$ cat config.mk
export PLATFORM = sky130hd
export DESIGN_NAME = pagewr_top
export DESIGN_NICKNAME = d
export VERILOG_FILES = /design/src/rtl/pagewr_pkg.sv /design/src/rtl/pagewr_ctrl.sv /design/src/rtl/pagewr_dpath.sv /design/src/rtl/pagewr_top.sv
export SDC_FILE = /design/constraint.sdc
export NUM_CORES = 1
export LEC_CHECK = 0
export ABC_AREA = 0
export BUFFER_PORTS_ARGS = -buffer_cell sky130_fd_sc_hd__buf_2
export CORE_MARGIN = 3
export CORE_UTILIZATION = 40
export DETAILED_ROUTE_END_ITERATION = 6
export SYNTH_ARGS = -nofsm -noshare
export SYNTH_HDL_FRONTEND = slang
export SYNTH_SLANG_ARGS = --single-unit
$ cat constraint.sdc
create_clock -name clk -period 2.04 [get_ports clk]
set_clock_uncertainty 0.2 [all_clocks]
set_input_delay 0.102 -clock clk [delete_from_list [all_inputs] [get_ports clk]]
set_output_delay 0.102 -clock clk [all_outputs]
set_load 0.01 [all_outputs]
$ cat src/rtl/pagewr_pkg.sv
package pagewr_pkg;
  typedef struct packed {
    logic busy;
    logic clearMask;
    logic loadAddr;
    logic latchByte;
    logic incRead;
    logic commitEn;
  } ctlStrobe_t;
endpackage

$ cat src/rtl/pagewr_ctrl.sv
module pagewr_ctrl #(
  parameter int PAGE_W       = 5,
  parameter int WRITE_CYCLES = 625000
) (
  input  logic                     clk,
  input  logic                     rstN,
  input  logic                     startStrobe,
  input  logic                     stopStrobe,
  input  logic                     addrLoad,
  input  logic                     byteStrobe,
  input  logic                     readAdvance,
  input  logic                     wpIn,
  input  logic                     lowSupply,
  input  logic                     anyValid,
  output pagewr_pkg::ctlStrobe_t   ctl,
  output logic [PAGE_W-1:0]        commitSlot
);
  localparam int PAGE_BYTES = 1 << PAGE_W;
  localparam int CNT_W      = $clog2(WRITE_CYCLES + 1);

  logic             busyQ;
  logic [CNT_W-1:0] cycleCnt;
  logic             wpSeen;
  logic             goCommit;
  logic             lastCycle;

  assign goCommit  = !busyQ && stopStrobe && anyValid && !wpSeen && !wpIn && !lowSupply;
  assign lastCycle = busyQ && (cycleCnt == CNT_W'(WRITE_CYCLES - 1));

  always_ff @(posedge clk) begin
    if (!rstN) begin
      busyQ    <= 1'b0;
      cycleCnt <= '0;
      wpSeen   <= 1'b0;
    end else if (busyQ) begin
      if (lastCycle) begin
        busyQ    <= 1'b0;
        cycleCnt <= '0;
      end else begin
        cycleCnt <= cycleCnt + 1'b1;
      end
    end else begin
      if (goCommit) begin
        busyQ    <= 1'b1;
        cycleCnt <= '0;
      end
      if (stopStrobe)       wpSeen <= 1'b0;
      else if (startStrobe) wpSeen <= wpIn;
      else                  wpSeen <= wpSeen | wpIn;
    end
  end

  always_comb begin
    ctl.busy      = busyQ;
    ctl.clearMask = (!busyQ && (startStrobe || (stopStrobe && !goCommit))) || lastCycle;
    ctl.loadAddr  = !busyQ && !stopStrobe && addrLoad;
    ctl.latchByte = !busyQ && !stopStrobe && !addrLoad && byteStrobe;
    ctl.incRead   = !busyQ && !stopStrobe && !addrLoad && !byteStrobe && readAdvance;
    ctl.commitEn  = busyQ && (cycleCnt < CNT_W'(PAGE_BYTES));
  end
  assign commitSlot = cycleCnt[PAGE_W-1:0];

  // a busy interval only opens on the clock after a STOP
  p_busy_after_stop_r5: assert property (@(posedge clk) disable iff (!rstN)
    $rose(busyQ) |-> $past(stopStrobe));
  // protect seen in the stop cycle blocks the commit
  p_wp_blocks_r7: assert property (@(posedge clk) disable iff (!rstN)
    (!busyQ && stopStrobe && wpIn) |=> !busyQ);
  // low supply in the stop cycle blocks the commit
  p_low_blocks_r8: assert property (@(posedge clk) disable iff (!rstN)
    (!busyQ && stopStrobe && lowSupply) |=> !busyQ);
  // the counter never runs past the interval length
  p_cnt_bound_r5: assert property (@(posedge clk) disable iff (!rstN)
    busyQ |-> (cycleCnt < CNT_W'(WRITE_CYCLES)));
endmodule

$ cat src/rtl/pagewr_dpath.sv
module pagewr_dpath #(
  parameter int ADDR_W = 13,
  parameter int PAGE_W = 5,
  parameter int DATA_W = 8
) (
  input  logic                   clk,
  input  logic                   rstN,
  input  pagewr_pkg::ctlStrobe_t ctl,
  input  logic [PAGE_W-1:0]      commitSlot,
  input  logic [ADDR_W-1:0]      addrIn,
  input  logic [DATA_W-1:0]      byteIn,
  output logic                   anyValid,
  output logic [ADDR_W-1:0]      curAddr,
  output logic                   memWe,
  output logic [ADDR_W-1:0]      memAddr,
  output logic [DATA_W-1:0]      memWdata
);
  localparam int PAGE_BYTES = 1 << PAGE_W;

  logic [DATA_W-1:0]     pageBuf [PAGE_BYTES];
  logic [PAGE_BYTES-1:0] validMask;
  logic [PAGE_W-1:0]     slotSel;

  assign slotSel = curAddr[PAGE_W-1:0];

  always_ff @(posedge clk) begin
    if (ctl.latchByte) pageBuf[slotSel] <= byteIn;
  end

  always_ff @(posedge clk) begin
    if (!rstN) begin
      validMask <= '0;
      curAddr   <= '0;
    end else begin
      if (ctl.clearMask)      validMask <= '0;
      else if (ctl.latchByte) validMask[slotSel] <= 1'b1;

      if (ctl.loadAddr)       curAddr <= addrIn;
      else if (ctl.latchByte) curAddr <= {curAddr[ADDR_W-1:PAGE_W], PAGE_W'(slotSel + 1'b1)};
      else if (ctl.incRead)   curAddr <= curAddr + 1'b1;
    end
  end

  assign anyValid = |validMask;
  assign memWe    = ctl.commitEn && validMask[commitSlot];
  assign memAddr  = {curAddr[ADDR_W-1:PAGE_W], commitSlot};
  assign memWdata = pageBuf[commitSlot];

  // storing a byte never moves the page bits
  p_page_keep_r2: assert property (@(posedge clk) disable iff (!rstN)
    ctl.latchByte |=> curAddr[ADDR_W-1:PAGE_W] == $past(curAddr[ADDR_W-1:PAGE_W]));
  // a read step adds exactly one across the array
  p_read_step_r10: assert property (@(posedge clk) disable iff (!rstN)
    ctl.incRead |=> curAddr == $past(curAddr) + 1'b1);
  // pointer frozen through the busy interval
  p_hold_busy_r11: assert property (@(posedge clk) disable iff (!rstN)
    (ctl.busy && $past(ctl.busy)) |-> $stable(curAddr));
  // array writes only inside the busy interval
  p_we_busy_r4: assert property (@(posedge clk) disable iff (!rstN)
    memWe |-> ctl.busy);
endmodule

$ cat src/rtl/pagewr_top.sv
module pagewr_top #(
  parameter int ADDR_W       = 13,
  parameter int PAGE_W       = 5,
  parameter int DATA_W       = 8,
  parameter int WRITE_CYCLES = 625000
) (
  input  logic              clk,
  input  logic              rstN,
  input  logic              startStrobe,
  input  logic              stopStrobe,
  input  logic              addrLoad,
  input  logic [ADDR_W-1:0] addrIn,
  input  logic              byteStrobe,
  input  logic [DATA_W-1:0] byteIn,
  input  logic              readAdvance,
  input  logic              wpIn,
  input  logic              lowSupply,
  output logic              busy,
  output logic [ADDR_W-1:0] curAddr,
  output logic              memWe,
  output logic [ADDR_W-1:0] memAddr,
  output logic [DATA_W-1:0] memWdata
);
  pagewr_pkg::ctlStrobe_t ctl;
  logic [PAGE_W-1:0]      commitSlot;
  logic                   anyValid;

  pagewr_ctrl #(.PAGE_W(PAGE_W), .WRITE_CYCLES(WRITE_CYCLES)) u_ctrl (
    .clk(clk), .rstN(rstN), .startStrobe(startStrobe), .stopStrobe(stopStrobe),
    .addrLoad(addrLoad), .byteStrobe(byteStrobe), .readAdvance(readAdvance),
    .wpIn(wpIn), .lowSupply(lowSupply), .anyValid(anyValid),
    .ctl(ctl), .commitSlot(commitSlot)
  );

  pagewr_dpath #(.ADDR_W(ADDR_W), .PAGE_W(PAGE_W), .DATA_W(DATA_W)) u_dpath (
    .clk(clk), .rstN(rstN), .ctl(ctl), .commitSlot(commitSlot),
    .addrIn(addrIn), .byteIn(byteIn), .anyValid(anyValid), .curAddr(curAddr),
    .memWe(memWe), .memAddr(memAddr), .memWdata(memWdata)
  );

  assign busy = ctl.busy;
endmodule

# After elaboration in Yosys (flattened, before gate mapping)
# Memory sizes are Yosys's and may differ from the RTL's. A register that Yosys moved wholly into a read port is not among the register bits.
# Index checks and enable logic that the tools add are counted.
[totals]
elab_cells = 71
memories = 1
ramBits = 256
register_bits = 67
out_inout_bits = 36
mem_bits_ro = 0
inputBits = 30
latchBits = 0
[op_classes]
eq_ne = 2
multipliers = 0
n_lt_le_gt_ge = 4
n_div = 0
reduce_logical = 33
n_shift = 0
mux = 19
bitwise = 3
addsub = 3
[memory_table]
columns = ["name", "words", "word_bits", "read_ports", "rd_ports_with_merged_regs", "write_ports", "line_no", "source"]
rows = [
  ["u_dpath.pageBuf", 32, 8, 1, 1, 1, "pagewr_dpath.sv:20", "logic [DATA_W-1:0] pageBuf [PAGE_BYTES];"],
]
[op_table]
columns = ["operator", "n"]
rows = [
  ["$mux W20", 3],
  ["$mux W13", 3],
  ["$or A32 B32 Y32", 1],
  ["$reduce_or A32 Y1", 1],
  ["$add A20 B1 Y20 const B", 1],
  ["$eq A20 B20 Y1 const B", 1],
  ["$lt A20 B6 Y1 const B", 1],
  ["$logic_and A1 B1 Y1", 17],
  ["$add A13 B1 Y13 const B", 1],
  ["$lt A5 B6 Y1 const B", 2],
  ["$mux W5", 2],
  ["$mux W1", 9],
  ["$logic_not A1 Y1", 8],
  ["$add A5 B1 Y5 const B", 1],
  ["$bmux W1 S5", 1],
  ["$demux W1 S5", 1],
  ["$ge A5 B1 Y1 const B", 1],
  ["$reduce_bool A2 Y1", 2],
  ["$reduce_bool A3 Y1", 1],
  ["$logic_or A1 B1 Y1", 2],
  ["$ne A2 B1 Y1 const B", 1],
  ["$reduce_and A2 Y1", 1],
  ["$reduce_or A2 Y1", 1],
  ["$not A1 Y1", 1],
  ["$or A1 B1 Y1", 1],
]

# Depth between registers and ports, before layout
# Gate-level depths: netlist (run 1).
[logic_depth]
depth_word = 12
depth_mapped = 8
ltp_nobuf = 6

# Hierarchy
# From an unflattened synthesis (run 1), not the netlist that was laid out.
[unflattened]
hier_cells = 807
hier_area_um2 = 13439.1
[modules_own_cells]
columns = ["mod", "area_each_um2", "n_inst", "cells_per_inst", "seq_area_each_um2"]
rows = [
  ["pagewr_dpath", 12055.3, 1, 632, 8588.2],
  ["pagewr_ctrl", 1383.8, 1, 175, 440.4],
]

# Worst setup path after synthesis (run 1)
# OpenSTA, ideal clock, no wires.
[synth_path]
path_kind = "flip-flop to flip-flop"
from = "reg u_ctrl.cycleCnt[0]"
to = "reg u_dpath.validMask[10]"
synth_period_minus_slack_ps = 2158
required_time_ps = 1724
n_path_buf = 1
t_arrival_ps = 1842
setup_slack_ps = -118
setup_ps = 116
stages_incl_launch_ff = 8
path_cell_list = "dfxtp_1 > ha_1 > nand4b_1 > nor3_1 > a21oi_2 > nor3b_4 > buf_8 > nor2_2"
[synth_between]
elab_chain_cells = 4
[synth_rtl]
columns = ["element", "line_no", "source"]
rows = [
  ["start: declaration", "pagewr_ctrl.sv:22", "logic [CNT_W-1:0] cycleCnt;"],
  ["start signal: assignment", "pagewr_ctrl.sv:40", "cycleCnt <= cycleCnt + 1'b1;"],
  ["$eq A20 B20 Y1", "pagewr_ctrl.sv:28", "assign lastCycle = busyQ && (cycleCnt == CNT_W'(WRITE_CYCLES - 1));"],
  ["$logic_and A1 B1 Y1", "pagewr_ctrl.sv:28", ""],
  ["$logic_or A1 B1 Y1", "pagewr_ctrl.sv:55", "ctl.clearMask = (!busyQ && (startStrobe || (stopStrobe && !goCommit))) || lastCycle;"],
  ["$reduce_or A2 Y1 (no line)", "-", ""],
  ["end signal: assignment", "pagewr_dpath.sv:32", "validMask <= '0;"],
  ["end signal: assignment", "pagewr_dpath.sv:35", "if (ctl.clearMask) validMask <= '0;"],
  ["end signal: indexed assignment", "pagewr_dpath.sv:36", "else if (ctl.latchByte) validMask[slotSel] <= 1'b1;"],
  ["end: declaration", "pagewr_dpath.sv:21", "logic [PAGE_BYTES-1:0] validMask;"],
]
# No other way between the ends.
# A chain may end at the register's enable or synchronous reset.

==> results of run 1 <==
-- Yosys cell counts (all sizes together), types with 3 or more instances --
library cell,number
a221oi,8
a31oi,8
a21o,4
nor3,14
nor2b,3
clkbuf,17
and2,4
dfxtp,72
nand2,33
a21oi,23
a211o,6
nor4,13
edfxtp,256
buf,45
mux2i,35
a22oi,6
o22ai,34
o21ai,14
or3,7
nor2,81
inv,6
mux4,73
nand3,24
or4,6
a22o,10
ha,5
nand2b,4
nand4,10
and3,11
-- layout by cell type (no fill, tap or decap), types with 9 or more instances in the layout --
cell type                       instances
sky130_fd_sc_hd__o22ai_1               33
sky130_fd_sc_hd__nor3_1                12
sky130_fd_sc_hd__buf_4                106
sky130_fd_sc_hd__clkbuf_1               9
sky130_fd_sc_hd__mux2i_1               22
sky130_fd_sc_hd__nand4_1               10
sky130_fd_sc_hd__a22o_1                 9
sky130_fd_sc_hd__a21oi_1               16
sky130_fd_sc_hd__mux4_2                73
sky130_fd_sc_hd__nor2_2                33
sky130_fd_sc_hd__nand3_1               21
sky130_fd_sc_hd__mux2i_2                9
sky130_fd_sc_hd__dfxtp_1               62
sky130_fd_sc_hd__buf_2                 65
sky130_fd_sc_hd__buf_6                 39
sky130_fd_sc_hd__clkbuf_16             38
sky130_fd_sc_hd__nand2_1               29
sky130_fd_sc_hd__nor2_1                44
sky130_fd_sc_hd__edfxtp_1             256
sky130_fd_sc_hd__o21ai_0               11
sky130_fd_sc_hd__dlygate4sd3_1         30
sky130_fd_sc_hd__buf_12                13
-- cell type report --
class,instances,area share
clock buffer,47,0.05477
clock inverter,19,0.008689
inverter,6,0.001282
multi-input combinational,464,0.2554
sequential,328,0.5207
tap,442,0.03148
timing repair buffer,259,0.1277
-- how the worst max path moves through the flow --
stage                  from                endpoint  slack (ns)
5_1_grt                flop             memWdata[2]       -0.71
2_1_floorplan  u_ctrl.busyQ  u_dpath.pageBuf[11][0]       -0.12
6_report               flop             memWdata[2]       -0.66
3_3_place_gp           flop             memWdata[3]       -0.15
3_5_place_dp           flop             memWdata[4]       -0.16
4_1_cts                flop             memWdata[0]       -0.66
-- layer usage --
layer / up-vias / GRT usage
li1: 3929 / -
met1: 4387 / 0.2589
met2: 294 / 0.3105
met3: 49 / 0.03162
met4: 0 / 0.04036
met5: - / 0
-- critical path: stages, from the launching register on --
cell and delay, ns:
sky130_fd_sc_hd__dfxtp_4 0.44, sky130_fd_sc_hd__buf_12 0.17, sky130_fd_sc_hd__buf_4 0.12, sky130_fd_sc_hd__mux4_2 0.50
sky130_fd_sc_hd__mux2i_1 0.20, sky130_fd_sc_hd__a22o_1 0.20, sky130_fd_sc_hd__a221oi_1 0.07, sky130_fd_sc_hd__buf_2 0.18
-- state kept, by name, summed over array words and instances, names as in the netlist, named ones only --
signal / count
u_ctrl.busyQ: 1
u_ctrl.cycleCnt: 20
u_ctrl.wpSeen: 1
u_dpath.curAddr: 13
u_dpath.pageBuf: 256
u_dpath.validMask: 32
-- through the flow --
stage | worst slack [ns] | area [sq um] | hold slack [ns] | TNS, ns | power [mW]
finish | -0.6637 | 17570 | 0.07253 | -15.99 | 13.85
global route | -0.7131 | 17570 | 0.1289 | -20.54 | 14.32
CTS | -0.6571 | 17210 | 0.04646 | -13.86 | 13.98
detailed placement | -0.1633 | 15360 | 0.1810 | -7.867 | 7.808
global placement | -0.1513 | 15360 | 0.1753 | -3.758 | 7.802
floorplan | -0.1170 | 13620 | 0.0008690 | -30.09 | 7.576
-- logic make-up after synthesis --
logic type	after synthesis	synth area share
AND/OR/NAND/NOR	224	0.08513
buffers and inverters	68	0.02960
flip-flops	328	0.6707
multiplexers	108	0.1465
AO/OA/AOI/OAI	125	0.06214
adder cells (fa/ha/maj)	5	0.004596
XOR/XNOR	2	0.001287
-- timing repair --
item                                   in CTS  in global routing
endpoints found under the hold margin     300                  0
pin swaps                                  15                  6
setup endpoints to repair                 198                238
buffers inserted                           21                  2
cloned                                      2                  2
gates resized for setup                    56                 90
hold buffers                               30                  0
-- report_power, final --
| part | internal, mW | switching [mW] |
|---|---|---|
| Combinational | 0.206 | 0.300 |
| Clock | 3.50 | 2.60 |
| Sequential | 7.22 | 0.0265 |
| Total | 10.9 | 2.92 |
==> results.txt, run 1 <==
----------------------------------------------------
[Critical path]
  Worst flop-to-flop path startpoint ... u_ctrl.cycleCnt[12]
  Kind of end point of the critical path ... primary output
  Worst setup path category ... reg2out
  Slack of the worst reg-to-reg path ... -0.26 ns
  Terminus of the critical flop-to-flop path ... u_dpath.validMask[20]
  Path depth of the worst reg2reg path ... 10
  Maximum fanout along the worst path ... 8
  Critical path data required time ... 1.74 ns
  Endpoint arrival time on the critical path ... 2.40 ns
  Type of origin of the critical path ... flop

[Final layout]
  Non-filler cells, final ... 1,565
  Area of the multi-input gates ... 0.004487 sq mm
  Final Net Count ... 1,130
  Share of final-layout standard cells stronger than drive strength 1 ... 0.4141
  Antenna Cells ... 0
  FF+latch area ... 0.009146 sq mm
  Count of fill cells added during filler insertion ... 2,701
  Area overhead of the layout relative to synthesis ... 29.07%
  Core occupancy in the finished layout ... 0.5318

[Yosys]
  Number of enable-type register cells in the synthesized netlist ... 256
  Number of storage elements in the synthesis netlist ... 328
  Most used flip-flop cell after synthesis ... sky130_fd_sc_hd__edfxtp_1
  Distinct cell type count after synthesis ... 58
  Post-synthesis cell count ... 860
  Synth area leaders ... sky130_fd_sc_hd__edfxtp_1 (56%), sky130_fd_sc_hd__mux4_2 (12%), sky130_fd_sc_hd__dfxtp_1 (11%)
  Post-synthesis average cell area ... 15.83 sq um
  Number of warnings issued by yosys ... 0
  Synthesized netlist net count ... 895
  Sequential cell area fraction in the yosys report ... 0.6707
  Share of flip-flops with an asynchronous set or reset ... 0
  Combined area of all synthesized cells ... 0.01361 sq mm
  Post-synth top area share ... 0.5648
  Area leader, netlist ... sky130_fd_sc_hd__edfxtp_1

[Placement]
  # placed instances ... 1,446
  Placer's final routability congestion estimate ... 0.8464
  Port Buffers ... 65
  HPWL Detailed ... 21,610 microns

[Floorplan]
  DIE AREA ... 0.03628 sq mm
  Die X ... 190.5 microns
  Count of boundary I/O pins ... 66
  Starting Density ... 0.4120
  Area of the core ... 0.03303 sq mm
  Die H ... 190.5 microns
  Cell row count ... 66

[Timing]
  Maximum frequency from static timing analysis ... 369.9 MHz
  Final worst path period share ... 1.325
  Worst slew margin relative to its limit ... 0.5351
  Number of endpoints failing setup at the final stage ... 62
  Shortest clock period the worst path allows after layout ... 2.704 ns
  Setup repair after global routing missed its margin ... yes
  Final number of max-transition violations ... 0
  Total count of hold-check failures in the final report ... 0
  Transition time at the pin with the least slew margin ... 0.6973 ns
  Worst setup margin ... -0.6637 ns

[Global routing]
  GRT Total Usage ... 0.1861
  Wire length of the first global-routing pass ... 52,150 microns
  Grt ovf ... 0
  Maximum number of pins on one net before global-route repair ... 33
  Number of antenna violations at the first check in global routing ... 0
  Number of global-route vias before repair ... 8,906

[Drt]
  Routed WL per cell ... 21.40 microns
  Detailed-route wire length ... 33,490 microns
  Top routing layer in use ... met4
  DRC violation total after the first TritonRoute iteration ... 668
  Routed metal-1 wire length ... 14,750 microns
  Count of antenna-violating nets left after detailed routing ... 0
  Met2 wire len ... 16,280 microns
  Number of vias per cell ... 5.533
  Number of vias after detailed routing ... 8,659
  Detailed-routed wire length on met3 ... 1934 microns
  DRC Markers ... 0
  Total iterations of the first detailed-routing run ... 5

[Clock network]
  Clock Pin Slew Worst Setup and Hold Paths ... 0.07 ns
  Clock root buffer ... sky130_fd_sc_hd__clkbuf_16
  H-Tree Level Count ... 2
  Clock latency reported for the late side of the worst-skew pair ... 0.52 ns
  Number of buffers added by the clock tree synthesis step ... 36
  CTS sink count ... 328
  Maximum clock path buffer count ... 3
  CTS tree ... built

[Status]
  Failing checks ... negative setup slack
  Outcome ... complete, but fails checks

[Job]
  MaxCap Viol Count ... 0

[Min path]
  Hold-critical path endpoint ... u_dpath.curAddr[11]
  Kind of path behind the tightest hold check ... in2reg
  Worst Hold Launch ... readAdvance
  Hold path depth ... 5

[Pwr]
  Power density over cell area ... 788.4 mW/mm^2
  Max VDD drop ... 0.0005478 V
  Lkg Pwr ... 6.036 nW

----------------------------------------------------
Note: power is estimated with default switching activity, not from simulation.
==> inputs of run 2 (changes only) <==
--- a/config.mk
+++ b/config.mk
@@ -10,6 +10,7 @@
 export CORE_MARGIN = 3
 export CORE_UTILIZATION = 40
 export DETAILED_ROUTE_END_ITERATION = 6
+export RECOVER_POWER = 25
 export SYNTH_ARGS = -nofsm -noshare
 export SYNTH_HDL_FRONTEND = slang
 export SYNTH_SLANG_ARGS = --single-unit
==> constraint.sdc (replaced) <==
create_clock -name clk -period 3.1 [get_ports clk]
set_clock_uncertainty 0.2 [all_clocks]
set_input_delay 0.155 -clock clk [delete_from_list [all_inputs] [get_ports clk]]
set_output_delay 0.155 -clock clk [all_outputs]
set_load 0.01 [all_outputs]
==> results.txt, run 2 (synthesis gave the netlist of run 1 again) <==
----------------------------------------------------
[Drt]
  Detailed-route wire length ... 31,460 microns
  DRC violation total after the first TritonRoute iteration ... 625
  Count of antenna-violating nets left after detailed routing ... 0
  Number of vias per cell ... 5.555
  Number of vias after detailed routing ... 8,011
  Total iterations of the first detailed-routing run ... 5
  Routed metal-1 wire length ... 13,820 microns
  DRC Markers ... 0
  Detailed-routed wire length on met3 ... 1682 microns
  Top routing layer in use ... met4
  Routed WL per cell ... 21.82 microns
  Met2 wire len ... 15,350 microns

[Final layout]
  Area overhead of the layout relative to synthesis ... 17.13%
  Share of final-layout standard cells stronger than drive strength 1 ... 0.2590
  Commonest non-fill, non-tap cell in the layout ... sky130_fd_sc_hd__edfxtp_1
  Count of fill cells added during filler insertion ... 2,839
  Largest register FFs ... 256
  Most frequent cells in the layout ... sky130_fd_sc_hd__edfxtp_1 (256), sky130_fd_sc_hd__mux4_2 (73), sky130_fd_sc_hd__nor2_1 (69), sky130_fd_sc_hd__dfxtp_1 (69), sky130_fd_sc_hd__buf_2 (60)
  Final Net Count ... 1,012
  Register ranked first by flip-flop count ... u_dpath.pageBuf
  Top flop regs ... u_dpath.pageBuf x256, u_dpath.validMask x32, u_ctrl.cycleCnt x20
  Antenna Cells ... 0

[Timing]
  Number of endpoints failing setup at the final stage ... 0
  Maximum frequency from static timing analysis ... 335.3 MHz
  Post-route setup TNS ... 0 ns
  Total count of hold-check failures in the final report ... 0
  Final worst path period share ... 0.9621
  WHS ... 0.01776 ns
  Setup repair after global routing missed its margin ... no
  Transition time at the pin with the least slew margin ... 1.624 ns
  Shortest clock period the worst path allows after layout ... 2.982 ns
  Final number of max-transition violations ... 131
  Worst slew margin relative to its limit ... -0.08248

[Global routing]
  Number of global-route vias before repair ... 8,145
  GRT Total Usage ... 0.1755
  Number of antenna violations at the first check in global routing ... 0
  Grt ovf ... 0
  Maximum number of pins on one net before global-route repair ... 34
  Wire length of the first global-routing pass ... 48,840 microns

[Placement]
  HPWL Detailed ... 20,100 microns
  Port Buffers ... 65
  Placer's final routability congestion estimate ... 0.8244

[Clock network]
  CTS sink count ... 328
  CTS tree ... built
  Number of buffers added by the clock tree synthesis step ... 36
  Clock Pin Slew Worst Setup and Hold Paths ... 0.06 ns
  H-Tree Level Count ... 2
  Clock root buffer ... sky130_fd_sc_hd__clkbuf_16
  Maximum clock path buffer count ... 3
  Clock latency reported for the late side of the worst-skew pair ... 0.50 ns

[Job]
  MaxCap Viol Count ... 4

[Status]
  Outcome ... complete, but fails checks
  Failing checks ... max-capacitance violations, max-slew violations

[Critical path]
  Largest stage delay, worst path ... 0.56 ns
  Maximum fanout along the worst path ... 33
  Cell-by-cell trace of the critical path ... buf_12, mux4_2, mux2i_1, a221oi_1, buf_2
  Type of origin of the critical path ... flop
  Worst flop-to-flop path startpoint ... u_ctrl.busyQ
  Worst setup path category ... reg2out
  Kind of end point of the critical path ... primary output
  Endpoint arrival time on the critical path ... 2.63 ns
  Slowest cell on crit path ... sky130_fd_sc_hd__dfxtp_4
  Critical path data required time ... 2.74 ns

[Pwr]
  Power density over cell area ... 578.0 mW/mm^2
  Lkg Pwr ... 5.213 nW
  Total power consumption of the routed design ... 9.215 mW
  Max VDD drop ... 0.0003309 V

[Floorplan]
  Area of the core ... 0.03303 sq mm
  Count of boundary I/O pins ... 66
  Die H ... 190.5 microns
  Die X ... 190.5 microns
  DIE AREA ... 0.03628 sq mm
  Starting Density ... 0.4120
  Cell row count ... 66

[Min path]
  Worst Hold Launch ... byteStrobe
  Kind of path behind the tightest hold check ... in2reg

----------------------------------------------------
==> run 2: changes by cell type in the layout (fill, tap and decap cells not counted), sizes merged <==
cell and change:
clkinvlp -1, dlygate4sd3 -7, buf -114, clkinv -1, bufinv +3, clkbuf -2, inv -1
==> run 2: repair_timing <==
action,CTS,global route
gates resized for setup,0,1
setup buffers,1,0
hold endpoints to repair,50,0
cloned,0,0
hold buffers,23,0
setup endpoints to repair,1,1
==> run 2: power by group <==
group / internal [mW] / total (mW) / switching, mW
clock network: 2.53 / 4.18 / 1.65
registers: 4.75 / 4.78 / 0.0214
logic: 0.0923 / 0.264 / 0.171
total: 7.37 / 9.21 / 1.84
==> run 2: worst paths after layout <==
| path | slack (ns) | cells past startpoint | to |
|---|---|---|---|
| min | 0.02 | 5 | u_dpath.curAddr[8] |
| max | 0.12 | 5 | memWdata[4] |
| max reg2reg | 0.46 | 6 | u_dpath.curAddr[0] |
| min reg2reg | 0.29 | 1 | u_ctrl.cycleCnt[18] |
==> run 2: cell type report <==
class	count	area [sq um]	area share
multi-input combinational	464	4089	0.2565
sequential	328	9138	0.5732
tap	442	553.0	0.03469
clock inverter	19	192.7	0.01209
clock buffer	42	954.7	0.05989
inverter	6	22.52	0.001413
timing repair buffer	141	992.2	0.06224
==> run 2: critical path, delay by kind of cell (launching register included) <==
| kind | cells | cell delay [ns] |
|---|---|---|
| buffers and inverters | 2 | 0.54 |
| AO/OA/AOI/OAI | 1 | 0.20 |
| flip-flops | 1 | 0.56 |
| multiplexers | 2 | 0.82 |
==> run 2: metrics by stage <==
| step | std cells | instance area, sq um | setup slack [ns] | utilization |
|---|---|---|---|---|
| after floorplan | 860 | 13610 | 0.9423 | - |
| after global placement | 1357 | 14540 | 0.4937 | 0.4402 |
| after detailed placement | 1357 | 14540 | 0.4921 | 0.4402 |
| after CTS | 1442 | 15950 | 0.03746 | 0.4827 |
| after global routing | 1442 | 15940 | 0.01902 | 0.4826 |
| final | 1442 | 15940 | 0.1175 | 0.4826 |
==> run 2: layer usage <==
metal	vias to the layer above	GRT usage
met5	-	0
met4	0	0.04149
met3	45	0.02904
met2	242	0.2935
met1	4040	0.2423
li1	3684	-
==> inputs of run 3 (changes only) <==
--- a/config.mk
+++ b/config.mk
@@ -7,9 +7,11 @@
 export LEC_CHECK = 0
 export ABC_AREA = 0
 export BUFFER_PORTS_ARGS = -buffer_cell sky130_fd_sc_hd__buf_2
+export CORE_ASPECT_RATIO = 1.1
 export CORE_MARGIN = 3
 export CORE_UTILIZATION = 40
 export DETAILED_ROUTE_END_ITERATION = 6
+export PLACE_DENSITY = 0.52
 export RECOVER_POWER = 25
 export SYNTH_ARGS = -nofsm -noshare
 export SYNTH_HDL_FRONTEND = slang
==> results.txt, run 3 (synthesis gave the netlist of run 1 again) <==
----------------------------------------------------
[Critical path]
  Largest stage delay, worst path ... 0.55 ns
  Kind of end point of the critical path ... primary output
  Critical path data required time ... 2.74 ns
  Maximum fanout along the worst path ... 37
  Total buffers and inverters traversed by the critical path ... 2
  Type of origin of the critical path ... flop
  Slowest cell on crit path ... sky130_fd_sc_hd__mux4_2
  Cell-by-cell trace of the critical path ... buf_12, mux4_2, mux2i_1, a22o_1, a221oi_1, buf_2
  Worst setup path category ... reg2out
  Endpoint arrival time on the critical path ... 2.61 ns
  Kind of cell adding the most delay to the critical path ... multiplexers

[Final layout]
  FF+latch area ... 0.009135 sq mm
  Final Net Count ... 1,010
  Area overhead of the layout relative to synthesis ... 17.90%
  Most frequent cells in the layout ... sky130_fd_sc_hd__edfxtp_1 (256), sky130_fd_sc_hd__mux4_2 (73), sky130_fd_sc_hd__nor2_1 (69), sky130_fd_sc_hd__dfxtp_1 (69), sky130_fd_sc_hd__buf_2 (60)
  Top flop regs ... u_dpath.pageBuf x256, u_dpath.validMask x32, u_ctrl.cycleCnt x20
  Share of final-layout standard cells stronger than drive strength 1 ... 0.2632
  Area of the multi-input gates ... 0.004094 sq mm
  Count of fill cells added during filler insertion ... 2,857
  Commonest non-fill, non-tap cell in the layout ... sky130_fd_sc_hd__edfxtp_1
  Largest register FFs ... 256
  Antenna Cells ... 0
  Register ranked first by flip-flop count ... u_dpath.pageBuf
  Finished layout cell area ... 0.01605 sq mm

[Timing]
  Total count of hold-check failures in the final report ... 0
  Setup repair after global routing missed its margin ... no
  Maximum frequency from static timing analysis ... 337.6 MHz
  Final worst path period share ... 0.9555
  Transition time at the pin with the least slew margin ... 1.598 ns
  WHS ... 0.03706 ns
  Shortest clock period the worst path allows after layout ... 2.962 ns
  Final number of max-transition violations ... 132
  Worst slew margin relative to its limit ... -0.06555
  Number of endpoints failing setup at the final stage ... 0
  Post-route setup TNS ... 0 ns

[Global routing]
  GRT Total Usage ... 0.1827
  Maximum number of pins on one net before global-route repair ... 53
  Wire length of the first global-routing pass ... 50,280 microns
  Number of antenna violations at the first check in global routing ... 0
  Grt ovf ... 0
  Number of global-route vias before repair ... 8,005

[Job]
  MaxCap Viol Count ... 4

[Pwr]
  Max VDD drop ... 0.0003223 V
  Lkg Pwr ... 5.278 nW
  Power density over cell area ... 602.9 mW/mm^2

[Clock network]
  CTS tree ... built
  Hold buffers post-CTS ... 25
  Post-CTS setup repair buffer count ... 0
  H-Tree Level Count ... 2
  Clock latency reported for the late side of the worst-skew pair ... 0.51 ns
  Clock Pin Slew Worst Setup and Hold Paths ... 0.06 ns
  Maximum clock path buffer count ... 3
  CTS sink count ... 328
  Number of buffers added by the clock tree synthesis step ... 36
  Post-cts sizing count ... 0
  Clock root buffer ... sky130_fd_sc_hd__clkbuf_16

[Min path]
  Kind of path behind the tightest hold check ... in2reg

[Floorplan]
  DIE AREA ... 0.03628 sq mm
  Starting Density ... 0.4079
  Count of boundary I/O pins ... 66
  Area of the core ... 0.03337 sq mm
  Die H ... 199.5 microns
  Cell row count ... 70
  Die X ... 181.9 microns

[Drt]
  Number of vias per cell ... 5.561
  Routed WL per cell ... 23.11 microns
  DRC Markers ... 0
  Total iterations of the first detailed-routing run ... 5
  Count of antenna-violating nets left after detailed routing ... 0
  Number of vias after detailed routing ... 7,980
  DRC violation total after the first TritonRoute iteration ... 569
  Detailed-route wire length ... 33,170 microns

[Placement]
  Placed cell area ... 0.01451 sq mm
  Port Buffers ... 65
  Placer's final routability congestion estimate ... 0.7935
  HPWL Detailed ... 20,860 microns

[Status]
  Outcome ... complete, but fails checks
  Failing checks ... max-capacitance violations, max-slew violations

----------------------------------------------------
==> run 3: layout make-up <==
type / count / share of cell area
clock buffers: 43 / 0.06043
clock inverters: 23 / 0.02012
inverters: 6 / 0.001404
multi-input cells: 464 / 0.2551
flip-flops and latches: 328 / 0.5693
well taps: 432 / 0.03368
repair buffers: 139 / 0.05996
==> run 3: tightest hold or removal path, cell delays in order <==
cell	delay (ns)
sky130_fd_sc_hd__buf_2	0.15
sky130_fd_sc_hd__nand2_1	0.18
sky130_fd_sc_hd__nand2_1	0.12
sky130_fd_sc_hd__a311oi_1	0.08
==> run 3: metrics by stage <==
step | worst slack [ns] | util | power (mW) | cells
floorplan | 0.9423 | - | 4.985 | 860
CTS | 0.05084 | 0.4811 | 9.779 | 1435
global route | 0.009319 | 0.4809 | 9.981 | 1435
finish | 0.1378 | 0.4809 | 9.674 | 1435
detailed placement | 0.5679 | 0.4348 | 5.113 | 1344
global placement | 0.5704 | 0.4348 | 5.112 | 1344
==> run 3: worst paths after layout <==
path | from | endpoint | slack (ns) | cells past startpoint
min reg2reg | u_ctrl.cycleCnt[18] | u_ctrl.cycleCnt[18] | 0.29 | 1
min | addrLoad | u_dpath.curAddr[1] | 0.04 | 4
max reg2reg | u_ctrl.busyQ | u_dpath.curAddr[8] | 0.32 | 5
max | flop | memWdata[7] | 0.14 | 6
==> run 3: report_power, final <==
part / switching, mW / leakage [nW] / internal [mW] / total, mW
sequential: 0.0200 / 2.88 / 4.75 / 4.77
clock: 1.72 / 0.635 / 2.91 / 4.63
combinational: 0.173 / 1.76 / 0.0949 / 0.268
total: 1.92 / 5.28 / 7.76 / 9.67
==> run 3: layer usage <==
| metal | part of all wire | vias to the layer above | GRT usage |
|---|---|---|---|
| li1 | - | 3678 | - |
| met1 | 0.44 | 4021 | 0.2505 |
| met2 | 0.49 | 228 | 0.3079 |
| met3 | 0.046 | 53 | 0.02840 |
| met4 | 0.024 | 0 | 0.04740 |
| met5 | 0 | - | 0 |
